### src/rtl/rp_pkg.sv
package rp_pkg;
  localparam int DEF_N     = 8;
  localparam int DEF_RES_N = 8;
  localparam int DEF_AGE_W = 8;
  localparam int DEF_USR_W = 4;

  // True when (ra, aa) outranks (rb, ab): lower score, then older age.
  function automatic logic outranks(input logic signed [31:0] ra,
                                    input logic [31:0] aa,
                                    input logic signed [31:0] rb,
                                    input logic [31:0] ab);
    return (ra < rb) || ((ra == rb) && (aa < ab));
  endfunction
endpackage

### src/rtl/rp_score.sv
module rp_score #(
  parameter int N      = 8,
  parameter int RES_N  = 8,
  parameter int AGE_W  = 8,
  parameter int USR_W  = 4,
  parameter int RANK_W = 10
) (
  input  logic [N-1:0]        ent_valid,
  input  logic [N*AGE_W-1:0]  ent_age,
  input  logic [N*USR_W-1:0]  ent_users,
  input  logic [N*RES_N-1:0]  ent_res,
  input  logic [RES_N-1:0]    res_avail,
  output logic [N*RANK_W-1:0] rank_flat,
  output logic [N-1:0]        cand,
  output logic [N*RES_N-1:0]  blk_flat
);
  for (genvar i = 0; i < N; i++) begin : g_ent
    logic [RANK_W-1:0] age_x;
    logic [RANK_W-1:0] usr_x;
    logic [RES_N-1:0]  res_i;
    assign age_x = RANK_W'(ent_age[i*AGE_W +: AGE_W]);
    assign usr_x = RANK_W'(ent_users[i*USR_W +: USR_W]);
    assign res_i = ent_res[i*RES_N +: RES_N];
    assign rank_flat[i*RANK_W +: RANK_W] = age_x - usr_x;
    assign cand[i] = ent_valid[i] && ((res_i & res_avail) != '0);
    assign blk_flat[i*RES_N +: RES_N] = ent_valid[i] ? (res_i & ~res_avail) : '0;
  end
endmodule

### src/rtl/rp_select.sv
module rp_select
  import rp_pkg::*;
#(
  parameter int N      = 8,
  parameter int AGE_W  = 8,
  parameter int RANK_W = 10,
  parameter int IDX_W  = 3
) (
  input  logic [N-1:0]        cand,
  input  logic [N*RANK_W-1:0] rank_flat,
  input  logic [N*AGE_W-1:0]  ent_age,
  output logic                win_valid,
  output logic [IDX_W-1:0]    win_idx
);
  logic signed [31:0] best_r;
  logic [31:0]        best_a;
  logic signed [31:0] cur_r;
  logic [31:0]        cur_a;

  always_comb begin
    win_valid = 1'b0;
    win_idx   = '0;
    best_r    = '0;
    best_a    = '0;
    for (int i = 0; i < N; i++) begin
      cur_r = 32'(signed'(rank_flat[i*RANK_W +: RANK_W]));
      cur_a = 32'(ent_age[i*AGE_W +: AGE_W]);
      if (cand[i] && (!win_valid || outranks(cur_r, cur_a, best_r, best_a))) begin
        win_valid = 1'b1;
        win_idx   = IDX_W'(i);
        best_r    = cur_r;
        best_a    = cur_a;
      end
    end
  end
endmodule

### src/rtl/rp_busy.sv
module rp_busy #(
  parameter int N     = 8,
  parameter int RES_N = 8
) (
  input  logic               clk,
  input  logic               rst_n,
  input  logic               attempt,
  input  logic [N*RES_N-1:0] blk_flat,
  output logic [RES_N-1:0]   busy_q
);
  logic [RES_N-1:0] blk_or;

  always_comb begin
    blk_or = '0;
    for (int i = 0; i < N; i++) blk_or |= blk_flat[i*RES_N +: RES_N];
  end

  always_ff @(posedge clk) begin
    if (!rst_n)       busy_q <= '0;
    else if (attempt) busy_q <= blk_or;
    else              busy_q <= '0;
  end
endmodule

### src/rtl/rank_picker.sv
module rank_picker
  import rp_pkg::*;
#(
  parameter int N     = DEF_N,
  parameter int RES_N = DEF_RES_N,
  parameter int AGE_W = DEF_AGE_W,
  parameter int USR_W = DEF_USR_W,
  localparam int IDX_W  = (N > 1) ? $clog2(N) : 1,
  localparam int RANK_W = ((AGE_W > USR_W) ? AGE_W : USR_W) + 2
) (
  input  logic               clk,
  input  logic               rst_n,
  input  logic [N-1:0]       ent_valid,
  input  logic [N*AGE_W-1:0] ent_age,
  input  logic [N*USR_W-1:0] ent_users,
  input  logic [N*RES_N-1:0] ent_res,
  input  logic [RES_N-1:0]   res_avail,
  input  logic               pick_ready,
  output logic               pick_valid,
  output logic [IDX_W-1:0]   pick_idx,
  output logic [RES_N-1:0]   busy_mask
);
  logic [N*RANK_W-1:0] rank_flat;
  logic [N-1:0]        cand;
  logic [N*RES_N-1:0]  blk_flat;

  rp_score #(.N(N), .RES_N(RES_N), .AGE_W(AGE_W), .USR_W(USR_W), .RANK_W(RANK_W)) u_score (
    .ent_valid (ent_valid),
    .ent_age   (ent_age),
    .ent_users (ent_users),
    .ent_res   (ent_res),
    .res_avail (res_avail),
    .rank_flat (rank_flat),
    .cand      (cand),
    .blk_flat  (blk_flat)
  );

  rp_select #(.N(N), .AGE_W(AGE_W), .RANK_W(RANK_W), .IDX_W(IDX_W)) u_sel (
    .cand      (cand),
    .rank_flat (rank_flat),
    .ent_age   (ent_age),
    .win_valid (pick_valid),
    .win_idx   (pick_idx)
  );

  rp_busy #(.N(N), .RES_N(RES_N)) u_busy (
    .clk      (clk),
    .rst_n    (rst_n),
    .attempt  (pick_ready),
    .blk_flat (blk_flat),
    .busy_q   (busy_mask)
  );
endmodule

### config.mk
export PLATFORM = sky130hd
export DESIGN_NAME = rank_picker
export DESIGN_NICKNAME = d
export VERILOG_FILES = /design/src/rtl/rp_pkg.sv /design/src/rtl/rp_score.sv /design/src/rtl/rp_select.sv /design/src/rtl/rp_busy.sv /design/src/rtl/rank_picker.sv
export SDC_FILE = /design/constraint.sdc
export NUM_CORES = 1
export LEC_CHECK = 0
export BUFFER_PORTS_ARGS = -buffer_cell sky130_fd_sc_hd__clkbuf_2
export CAP_MARGIN = 10
export CORE_UTILIZATION = 50
export CTS_CLUSTER_SIZE = 20
export DETAILED_ROUTE_END_ITERATION = 6
export PLACE_DENSITY = 0.8
export SYNTH_ARGS = -nofsm -noshare
export SYNTH_HDL_FRONTEND = slang
export SYNTH_SLANG_ARGS = --single-unit
### constraint.sdc
create_clock -name clk -period 15 [get_ports clk]
set_clock_uncertainty 0.15 [all_clocks]
set_input_delay 0.75 -clock clk [delete_from_list [all_inputs] [get_ports clk]]
set_output_delay 0.75 -clock clk [all_outputs]
set_load 0.01 [all_outputs]
==> results.md, run 1 <==
* Starting Density at 51.07%
* Failing step: global routing
* Post-synth cell types at 74
* Run Error: [ERROR GRT-0232] Routing congestion too high. Check the congestion heatmap in the GUI.
* Post-Syn Area at 7062 um^2
* Mux contribution to synthesized area at 10.70%
* Share of synthesized flip-flops with an asynchronous set or reset at 0%
* CTS buffer count at 3
* Compound-cell area share of the yosys netlist at 26.95%
* Clk buf depth at 2
* Share of the synthesized area in the top cell type at 25.51%
* Clk root buf: clkbuf_16
* Die Height at 120.8 um
* Die width at 120.8 um
* Yosys top cell by area: ha_1
* Hold Buf Count CTS at 0
* Final HPWL DP at 23380 um
* PortBufs at 190
* Total gr overflow at 22
* Synth area leaders: ha_1 (26%), inv_1 (6.6%), mux2i_1 (5.8%)
* Syn_nets at 1253
* Yosys warns at 0
* Largest net degree at the start of global routing at 14
* Post-Syn Area per Cell at 7.659 um^2
* Main combinational cell family by area after synthesis: adder cells
* Status: did not finish
* Post-synthesis sequential area ratio at 2.268%
* Adder-cell share of the synthesized area at 27.78%
* Boundary Pins at 191
* Post-Synth XOR/XNOR Area at 5.829%
* EDFF count, synth at 0
* Yosys reg bits at 8
* GRT Util Overall at 71.96%
* Synth Area in Simple Gates at 17.01%
* H-tree depth at 1
* Worst EP post-GRT repair: pick_idx[0]
* Syn Inst Count at 922
* Num rows at 43
* Routability congestion estimate at 0.9768
* Primary FF master, synth: dfxtp_1
* TritonCTS Sinks at 8
* Worst_ep kind: output port
cells in the mapped netlist (all sizes together), types with 3 or more instances:
cell	n
ha	144
dfxtp	8
and3	3
a2111oi	4
nor4b	3
a22o	16
nor3	18
a22oi	42
xnor2	26
fa	8
nand3b	3
inv	125
nand4b	7
o2111ai	3
a311oi	8
o211ai	5
o21ai	29
o22ai	3
clkbuf	7
a31oi	7
mux2i	41
a31o	4
nand2	66
a21oi	53
nand4	13
nor2b	17
nand2b	11
xor2	21
and2	5
nor4	8
nor2	40
o21bai	6
mux2	29
or2	7
a211o	3
a21o	38
buf	22
or3	7
nand3	17
a221oi	10
a41oi	3
o21a	5
o31a	4
nor3b	3
a211oi	5
what timing repair did:
action | CTS
gates cloned | 7
resized for setup | 124
endpoints found under the setup margin | 4
pin swaps | 62
setup buffers | 65
per-layer routing:
layer	track usage [%]	GRT overflow
met5	14.34	0
met4	77.70	7
met3	48.44	0
met2	91.61	14
met1	72.83	1
cell families after synthesis:
| group | Yosys count |
|---|---|
| simple gates | 231 |
| compound gates | 260 |
| xor+xnor | 47 |
| flops | 8 |
| buf+inv | 154 |
| fa+ha+maj | 152 |
| mux | 70 |
stage by stage:
step	instance area (um^2)	std cells	setup TNS [ns]	worst slack (ns)	hold WS, ns
after CTS	11130	1536	-2.854	-1.001	0.7034
after detailed placement	9778	1461	-5.542	-1.843	0.9464
after global placement	9778	1461	-3.750	-1.291	0.9476
after floorplan	7323	922	-0.3408	-0.1518	0.7866
==> run 2: changes to the inputs <==
Settings changed: CORE_UTILIZATION 50 to 36, CTS_CLUSTER_SIZE 20 to unset, PLACE_DENSITY 0.8 to unset, PLACE_DENSITY_LB_ADDON set to 0.15.
Clock period 15 ns to 19.5 ns, I/O delays scaled along.
==> results.md, run 2 <==
* Share of cells above drive strength 1 at 24.73%
* Top cells by instance count after synthesis: ha_1 (144), inv_1 (125), nand2_1 (65)
* Primary FF master, synth: dfxtp_1
* Die width at 142.1 um (+18%)
* Synth area leaders: ha_1 (26%), inv_1 (6.6%), mux2i_1 (5.8%)
* Setup TNS at 0 ns
* Die Height at 142.1 um (+18%)
* H-tree depth at 1 (unchanged)
* P_leak at 4.444 nW
* Share of synthesized flip-flops with an asynchronous set or reset at 0% (unchanged)
* Post-Syn Area at 7062 um^2 (unchanged)
* Worst Hold Class: in2reg
* First-pass GRT wire length at 37050 um
* Critical path launch point type: input pin
* CTS buffer count at 3 (unchanged)
* Slew HR at 52.09%
* Initial antenna violation count at 0
* Drt pass-1 iters at 5
* PortBufs at 190 (unchanged)
* Synth Area in Simple Gates at 17.01% (unchanged)
* Worst EP required at 18.38 ns
* Max incr delay on CP at 0.45 ns
* # fillers at 2016
* Worst setup path start: ent_age[8]
* EDFF count, synth at 0 (unchanged)
* Post-Synth XOR/XNOR Area at 5.829% (unchanged)
* Biggest register: u_busy.busy_q
* Final Hold Fails at 0
* Max reg flops at 8
* Via Count at 7481
* Compound-cell area share of the yosys netlist at 26.95% (unchanged)
* Worst path slowest cell: a211o_4
* Post-synth cell types at 74 (unchanged)
* Fmax at 55.23 MHz
* 1st-iter DRT viols at 362
* DP Worst Slack at 0.5893 ns (+2.433 ns)
* DRC at 0
* Largest net degree at the start of global routing at 27
* GRT Util Overall at 22.84%
* Hold path endpoint: u_busy.busy_q[1]
* Biggest regs: u_busy.busy_q x8
* Share of the synthesized area in the top cell type at 25.51% (unchanged)
* Slew Limit Fails at 0
* CTS tree: done
* Clk buf depth at 2 (unchanged)
* Num rows at 50 (+16%)
* Boundary Pins at 191 (unchanged)
* Count leader, synth: ha_1
* Post-route ant nets at 0
* Final HPWL DP at 20990 um (-10%)
* P&R area growth vs syn at 18.98%
* Most frequent cells in the layout: clkbuf_2 (190), ha_1 (144), inv_1 (125)
* Status: completed
* Tmin final at 18.11 ns
* ANT cells at 0
* Min-delay src: res_avail[1]
* Most common cell after layout, fill and taps aside: clkbuf_2
* Crit path setup slack, layout at 1.395 ns
* Critical Path AT at 16.98 ns
* DR vias/cell at 5.501
* Yosys top cell by area: ha_1
* Post-synthesis sequential area ratio at 2.268% (unchanged)
* Crit path top cell by count: ha_1
* CP Capture Type: output port
* DIE AREA at 20180 um^2
* Vias in the first global route at 7169
* Final net count at 1433
* Mux contribution to synthesized area at 10.70% (unchanged)
* Final wirelength at 23540 um
* Post-Syn Area per Cell at 7.659 um^2 (unchanged)
* Hold Path Depth at 2
* Main combinational cell family by area after synthesis: adder cells
* Adder-cell share of the synthesized area at 27.78% (unchanged)
* Routability congestion estimate at 0.9033 (-7.5%)
* Max cap viols at 0
* Total gr overflow at 0
* TritonCTS Sinks at 8 (unchanged)
* Syn_nets at 1253 (unchanged)
* PD cells at 67.92 nW/um^2
* Peak VDD IR at 0.02952 mV
* Syn Inst Count at 922 (unchanged)
* WL per Instance at 17.31 um
* Core ar. at 18960 um^2
* CP max FO at 26
* Clk root buf: clkbuf_16
* Yosys warns at 0 (unchanged)
* Worst Setup Path Type: in2out
* Final setup viols at 0
* Crit share post-route at 92.85%
* Worst Max-Slew Pin Slew at 0.7094 ns
* Yosys reg bits at 8 (unchanged)
* Starting Density at 37.25% (-14 points)
* Clock transition at path regs at 0.04 ns
[run 2: cell counts after synthesis]
Identical to the previous run, type by type.
[run 2: cells by family (layout without fill, tap and decap cells)]
kind of cell | after synthesis | count (layout)
compound gates | 260 | 260
simple gates | 231 | 231
buf+inv | 154 | 332
fa+ha+maj | 152 | 152
mux | 70 | 70
xor+xnor | 47 | 47
flops | 8 | 8
[run 2: critical path: cells and delay by family]
| family | cells | cell delay [ns] |
|---|---|---|
| simple gates | 16 | 2.81 |
| xor+xnor | 1 | 0.14 |
| fa+ha+maj | 9 | 2.73 |
| compound gates | 37 | 7.54 |
| mux | 5 | 1.34 |
| buf+inv | 10 | 1.44 |
[run 2: through the flow]
stage               total power [mW]  utilization [%]  cell area [um^2]  std cells  hold slack (ns)
global placement              0.5189            43.21              8192       1349            1.154
finish                        0.5707            44.32              8402       1360           0.9110
CTS                           0.5562            43.61              8267       1352           0.9025
global route                  0.6362            44.32              8402       1360           0.9304
detailed placement            0.5173            43.21              8192       1349            1.145
floorplan                     0.3844                -              7062        922            1.012
[run 2: final cells by class]
| class | count | area, um^2 | share of cell area, % |
|---|---|---|---|
| Multi-Input combinational cell | 760 | 6316 | 75.17 |
| Timing Repair Buffer | 204 | 1056 | 12.57 |
| Inverter | 125 | 469.2 | 5.585 |
| Tap cell | 260 | 325.3 | 3.872 |
| Sequential cell | 8 | 160.2 | 1.906 |
| Clock buffer | 3 | 75.07 | 0.8935 |
[run 2: timing repair]
action                                  4_1_cts  5_1_grt
endpoints found under the setup margin        0        3
gates resized for setup                       0       14
hold buffers                                  0        0
buffers inserted                              0        8
endpoints found under the hold margin         0        0
[run 2: power breakdown]
part	internal, mW	switching [mW]	leakage, nW
registers	0.0172	0.000199	0.0656
logic	0.233	0.285	4.34
clock network	0.0265	0.00882	0.0370
[run 2: routing by layer]
| metal | wire length, um | track usage [%] |
|---|---|---|
| met1 | 11050 | 31.99 |
| met2 | 10420 | 37.56 |
| met3 | 1463 | 1.682 |
| met4 | 599 | 5.829 |
| met5 | 0 | 0 |
[run 2: worst max-delay path by stage]
stage | to
after global routing | pick_idx[0]
after global placement | pick_idx[0]
after CTS | pick_idx[0]
after floorplan | pick_idx[0]
after detailed placement | pick_idx[0]
final | pick_idx[0]
No activity file was read; power rests on OpenSTA's default activity.
==> run 3: changes to the inputs <==
Settings changed: REMOVE_ABC_BUFFERS set to 1, SLEW_MARGIN set to 0.
==> results.md, run 3 (synthesis gave the netlist of run 2 again) <==
* Starting Density at 37.25% (unchanged)
* Min-delay src: res_avail[4]
* ANT cells at 0 (unchanged)
* Via Count at 7506 (+0.33%)
* First-pass GRT wire length at 36480 um (-1.5%)
* Final net count at 1433 (unchanged)
* CTS tree: done
* Share of cells above drive strength 1 at 24.64% (-0.091 points)
* Largest net degree at the start of global routing at 28 (+3.7%)
* Routability congestion estimate at 0.8894 (-1.5%)
* Final Hold Fails at 0 (unchanged)
* Placed inst area at 8177 um^2 (-0.18%)
* Num rows at 50 (unchanged)
* Clk root buf: clkbuf_16
* WL per Instance at 17.89 um (+3.4%)
* Fmax at 54.84 MHz (-0.71%)
* Vias in the first global route at 6972 (-2.7%)
* Peak VDD IR at 0.02302 mV (-22%)
* Worst EP required at 18.38 ns (about the same)
* Drt pass-1 iters at 4 (-1)
* Worst setup path start: ent_age[8]
* 1st-iter DRT viols at 382 (+5.5%)
* Critical path launch point type: input pin
* Worst Setup Path Type: in2out
* Worst Hold Class: in2reg
* Max cap viols at 0 (unchanged)
* CTS buffer count at 3 (unchanged)
* Setup TNS at 0 ns (unchanged)
* H-tree depth at 1 (unchanged)
* CP max FO at 27 (+3.8%)
* Slew Limit Fails at 0 (unchanged)
* Crit path top cell by count: ha_1
* Status: completed
* CP Capture Type: output port
* Total gr overflow at 0 (unchanged)
* Final core occ at 44.34% (about the same)
* P_leak at 4.446 nW (about the same)
* Core ar. at 18960 um^2 (unchanged)
* DRC at 0 (unchanged)
* Most common cell after layout, fill and taps aside: clkbuf_2
* Die Height at 142.1 um (unchanged)
* GRT Util Overall at 22.74% (-0.098 points)
* Final wirelength at 24330 um (+3.4%)
* Die width at 142.1 um (unchanged)
* Initial antenna violation count at 0 (unchanged)
* Clk buf depth at 2 (unchanged)
* Final HPWL DP at 21420 um (+2.0%)
* Slew HR at 45.23% (-6.9 points)
* PortBufs at 190 (unchanged)
* Crit share post-route at 93.52% (+0.67 points)
* Worst Max-Slew Pin Slew at 0.8109 ns (+0.1015 ns)
* Clock transition at path regs at 0.04 ns (about the same)
* Post-route ant nets at 0 (unchanged)
* Final setup viols at 0 (unchanged)
* Biggest regs: u_busy.busy_q x8
* Hold path endpoint: u_busy.busy_q[4]
* Design Area, Final at 8406 um^2 (about the same)
* # fillers at 1980 (-1.8%)
* DR vias/cell at 5.519 (+0.33%)
* PD cells at 68.46 nW/um^2 (+0.78%)
* RSZ-0062 raised after global routing: no
* Max reg flops at 8 (unchanged)
* Critical Path AT at 17.11 ns (+0.13 ns)
* Sequential cell area at 160.2 um^2 (unchanged)
* TritonCTS Sinks at 8 (unchanged)
* Hold Path Depth at 2 (unchanged)
* Most frequent cells in the layout: clkbuf_2 (190), ha_1 (144), inv_1 (125)
* DIE AREA at 20180 um^2 (unchanged)
* Worst path slowest cell: a211o_4
* P&R area growth vs syn at 19.03% (about the same)
* Boundary Pins at 191 (unchanged)
* Max incr delay on CP at 0.46 ns (about the same)
* Hold Buf Count CTS at 0 (unchanged)
* Tmin final at 18.24 ns (+0.1301 ns)
* Multi-input logic area at 6304 um^2 (-0.20%)
* Biggest register: u_busy.busy_q
-- run 3: power by group --
| part | internal, mW | total (mW) | switching, mW |
|---|---|---|---|
| clock network | 0.0265 | 0.0353 | 0.00879 |
| registers | 0.0172 | 0.0174 | 0.000259 |
| logic | 0.235 | 0.523 | 0.288 |
| total | 0.278 | 0.575 | 0.297 |
-- run 3: layer usage --
| layer | up-vias | global-route usage [%] | wire, um |
|---|---|---|---|
| li1 | 3756 | - | - |
| met5 | - | 0 | 0 |
| met3 | 23 | 1.615 | 1380 |
| met1 | 3472 | 31.17 | 11480 |
| met4 | 0 | 3.056 | 295 |
| met2 | 255 | 39.55 | 11170 |
-- run 3: per-stage QoR --
stage	total power [mW]	hold slack, ns	setup slack, ns	std cells
global route	0.6359	0.9438	0.01446	1360
CTS	0.5554	0.9070	0.2813	1350
finish	0.5754	0.9210	1.264	1360
detailed placement	0.5161	1.146	0.3296	1347
global placement	0.5170	1.157	0.5881	1347
floorplan	0.3727	0.8971	0.7170	893
-- run 3: area by class of cell --
cell class                      count  share of cell area [%]
Multi-Input combinational cell    760                   74.99
Timing Repair Buffer              204                   12.76
Inverter                          125                   5.582
Tap cell                          260                   3.870
Sequential cell                     8                   1.905
Clock buffer                        3                  0.8931
-- run 3: worst max-delay path by stage --
stage / to / slack [ns] / depth (start not counted)
after floorplan: pick_idx[0] / 0.72 / 67
after global placement: pick_idx[0] / 0.59 / 73
after detailed placement: pick_idx[0] / 0.33 / 79
after CTS: pick_idx[0] / 0.28 / 76
after global routing: pick_idx[0] / 0.01 / 79
final: pick_idx[0] / 1.26 / 76
-- run 3: what timing repair did --
item                       CTS  global route
setup buffers                0            10
setup endpoints to repair    0             3
gates resized for setup      0            15
-- run 3: worst max-delay path, delay by kind of cell --
kind	cells	cell delay, ns
and+or+nand+nor	14	2.52
xor gates and xnor gates	1	0.13
buffers and inverters	12	1.72
muxes	5	1.49
AOI/OAI and AO/OA	35	7.54
adders and majority gates	9	2.71
==> run 4: changes to the inputs <==
Settings changed: CORE_UTILIZATION 36 to 55.
==> results.md, run 4 (synthesis gave the netlist of run 2 again) <==
* Fmax at 55.03 MHz (+0.35%)
* DRC at 0 (unchanged)
* Final setup viols at 0 (unchanged)
* WL per Instance at 17.65 um (-1.3%)
* Post-route ant nets at 0 (unchanged)
* Hold Buf Count CTS at 0 (unchanged)
* P_leak at 4.468 nW (+0.49%)
* Placed inst area at 8066 um^2 (-1.3%)
* Max incr delay on CP at 0.49 ns (+0.03 ns)
* Hold Path Depth at 2 (unchanged)
* Worst Hold Class: in2reg
* Routability congestion estimate at 0.9682 (+8.9%)
* Biggest register: u_busy.busy_q
* GRT Util Overall at 32.60% (+9.9 points)
* CTS tree: done
* CP max FO at 33 (+22%)
* Max reg flops at 8 (unchanged)
* Drt pass-1 iters at 6 (+2)
* Worst Setup Path Type: in2out
* Crit path setup slack, layout at 1.329 ns (+0.06416 ns)
* Share of cells above drive strength 1 at 24.89% (+0.25 points)
* Final wirelength at 22540 um (-7.3%)
* Status: completed
* Worst Max-Slew Pin Slew at 0.7652 ns (-0.04573 ns)
* Vias in the first global route at 7019 (+0.67%)
* Critical Path AT at 17.05 ns (-0.06 ns)
* Final net count at 1438 (+0.35%)
* Slew HR at 48.32% (+3.1 points)
* Total gr overflow at 0 (unchanged)
* Final cell count without fillers at 1277 (-6.1%)
* Critical path launch point type: input pin
* Clock transition at path regs at 0.04 ns (about the same)
* Setup TNS at 0 ns (unchanged)
* Peak VDD IR at 0.04281 mV (+86%)
* Clk root buf: clkbuf_16
* DIE AREA at 13300 um^2 (-34%)
* PortBufs at 190 (unchanged)
* Crit share post-route at 93.19% (-0.33 points)
* Hold path endpoint: u_busy.busy_q[7]
* Slew Limit Fails at 0 (unchanged)
* DP Worst Slack at 0.4826 ns (+0.1530 ns)
* PD cells at 69.10 nW/um^2 (+0.95%)
* CTS buffer count at 3 (unchanged)
* Worst setup path start: ent_age[8]
* Die Height at 115.3 um (-19%)
* Design Area, Final at 8308 um^2 (-1.2%)
* Die width at 115.3 um (-19%)
* Max cap viols at 0 (unchanged)
* Post-Place Cells at 1259 (-6.5%)
* Boundary Pins at 191 (unchanged)
* CP Capture Type: output port
* Starting Density at 56.19% (+19 points)
* H-tree depth at 1 (unchanged)
* Most frequent cells in the layout: clkbuf_2 (190), ha_1 (144), inv_1 (125)
* Worst EP required at 18.38 ns (about the same)
* Clk buf depth at 2 (unchanged)
* Biggest regs: u_busy.busy_q x8
* # fillers at 1117 (-44%)
* Most common cell after layout, fill and taps aside: clkbuf_2
* Final HPWL DP at 19490 um (-9.0%)
* Min-delay src: res_avail[7]
* Crit path top cell by count: ha_1
* Final Hold Fails at 0 (unchanged)
* ANT cells at 0 (unchanged)
* TritonCTS Sinks at 8 (unchanged)
* Num rows at 41 (-18%)
* Tmin final at 18.17 ns (-0.06416 ns)
* Initial antenna violation count at 0 (unchanged)
* Largest net degree at the start of global routing at 34 (+21%)
* 1st-iter DRT viols at 744 (+95%)
* Final core occ at 66.10% (+22 points)
* First-pass GRT wire length at 34560 um (-5.3%)
* P&R area growth vs syn at 17.65%
* DR vias/cell at 5.993 (+8.6%)
* Via Count at 7653 (+2.0%)
* Worst path slowest cell: a2111oi_1
* Core ar. at 12570 um^2 (-34%)
==> run 4: cell count changes in the layout (fill, tap and decap cells not counted), sizes merged <==
cell / before / now
nand2: 66 / 67
buf: 14 / 18
==> run 4: how the worst max path moves through the flow <==
stage,cells past startpoint,to
after floorplan,67,pick_idx[0]
after CTS,79,pick_idx[0]
after detailed placement,79,pick_idx[0]
final,82,pick_idx[0]
after global placement,76,pick_idx[0]
after global routing,77,pick_idx[0]
==> run 4: per-layer routing <==
metal	GRT usage [%]	up-vias	wire, um
met5	0	-	0
met4	10.13	0	677
met3	2.899	59	1716
met2	54.21	408	10080
met1	44.34	3416	10070
li1	-	3770	-
==> run 4: cell type report <==
type,instances,area (um^2),area share [%]
clock buffers,3,75.07,0.9036
repair buffers,208,1086,13.07
multi-input cells,761,6302,75.86
flip-flops and latches,8,160.2,1.928
inverters,125,469.2,5.648
well taps,172,215.2,2.590
==> run 4: critical path: cells and delay by family <==
family	cells	cell delay, ns
compound gates	34	6.46
simple gates	21	3.99
fa+ha+maj	9	2.59
buf+inv	13	1.77
mux	4	1.13
xor+xnor	1	0.12
==> run 4: report_power, final <==
group	leakage, nW	internal, mW	switching [mW]
clock network	0.0370	0.0264	0.00789
registers	0.0656	0.0172	0.000259
logic	4.37	0.237	0.286
==> run 4: repair_timing <==
action | CTS | global route
gates resized for setup | 0 | 11
buffers inserted | 0 | 14
endpoints found under the setup margin | 0 | 3
==> run 4: metrics by stage <==
| step | hold slack (ns) | power, mW |
|---|---|---|
| 2_1_floorplan | 0.8971 | 0.3727 |
| 3_3_place_gp | 1.136 | 0.5056 |
| 3_5_place_dp | 1.132 | 0.5092 |
| 4_1_cts | 0.9001 | 0.5475 |
| 5_1_grt | 0.9184 | 0.6329 |
| 6_report | 0.9106 | 0.5741 |
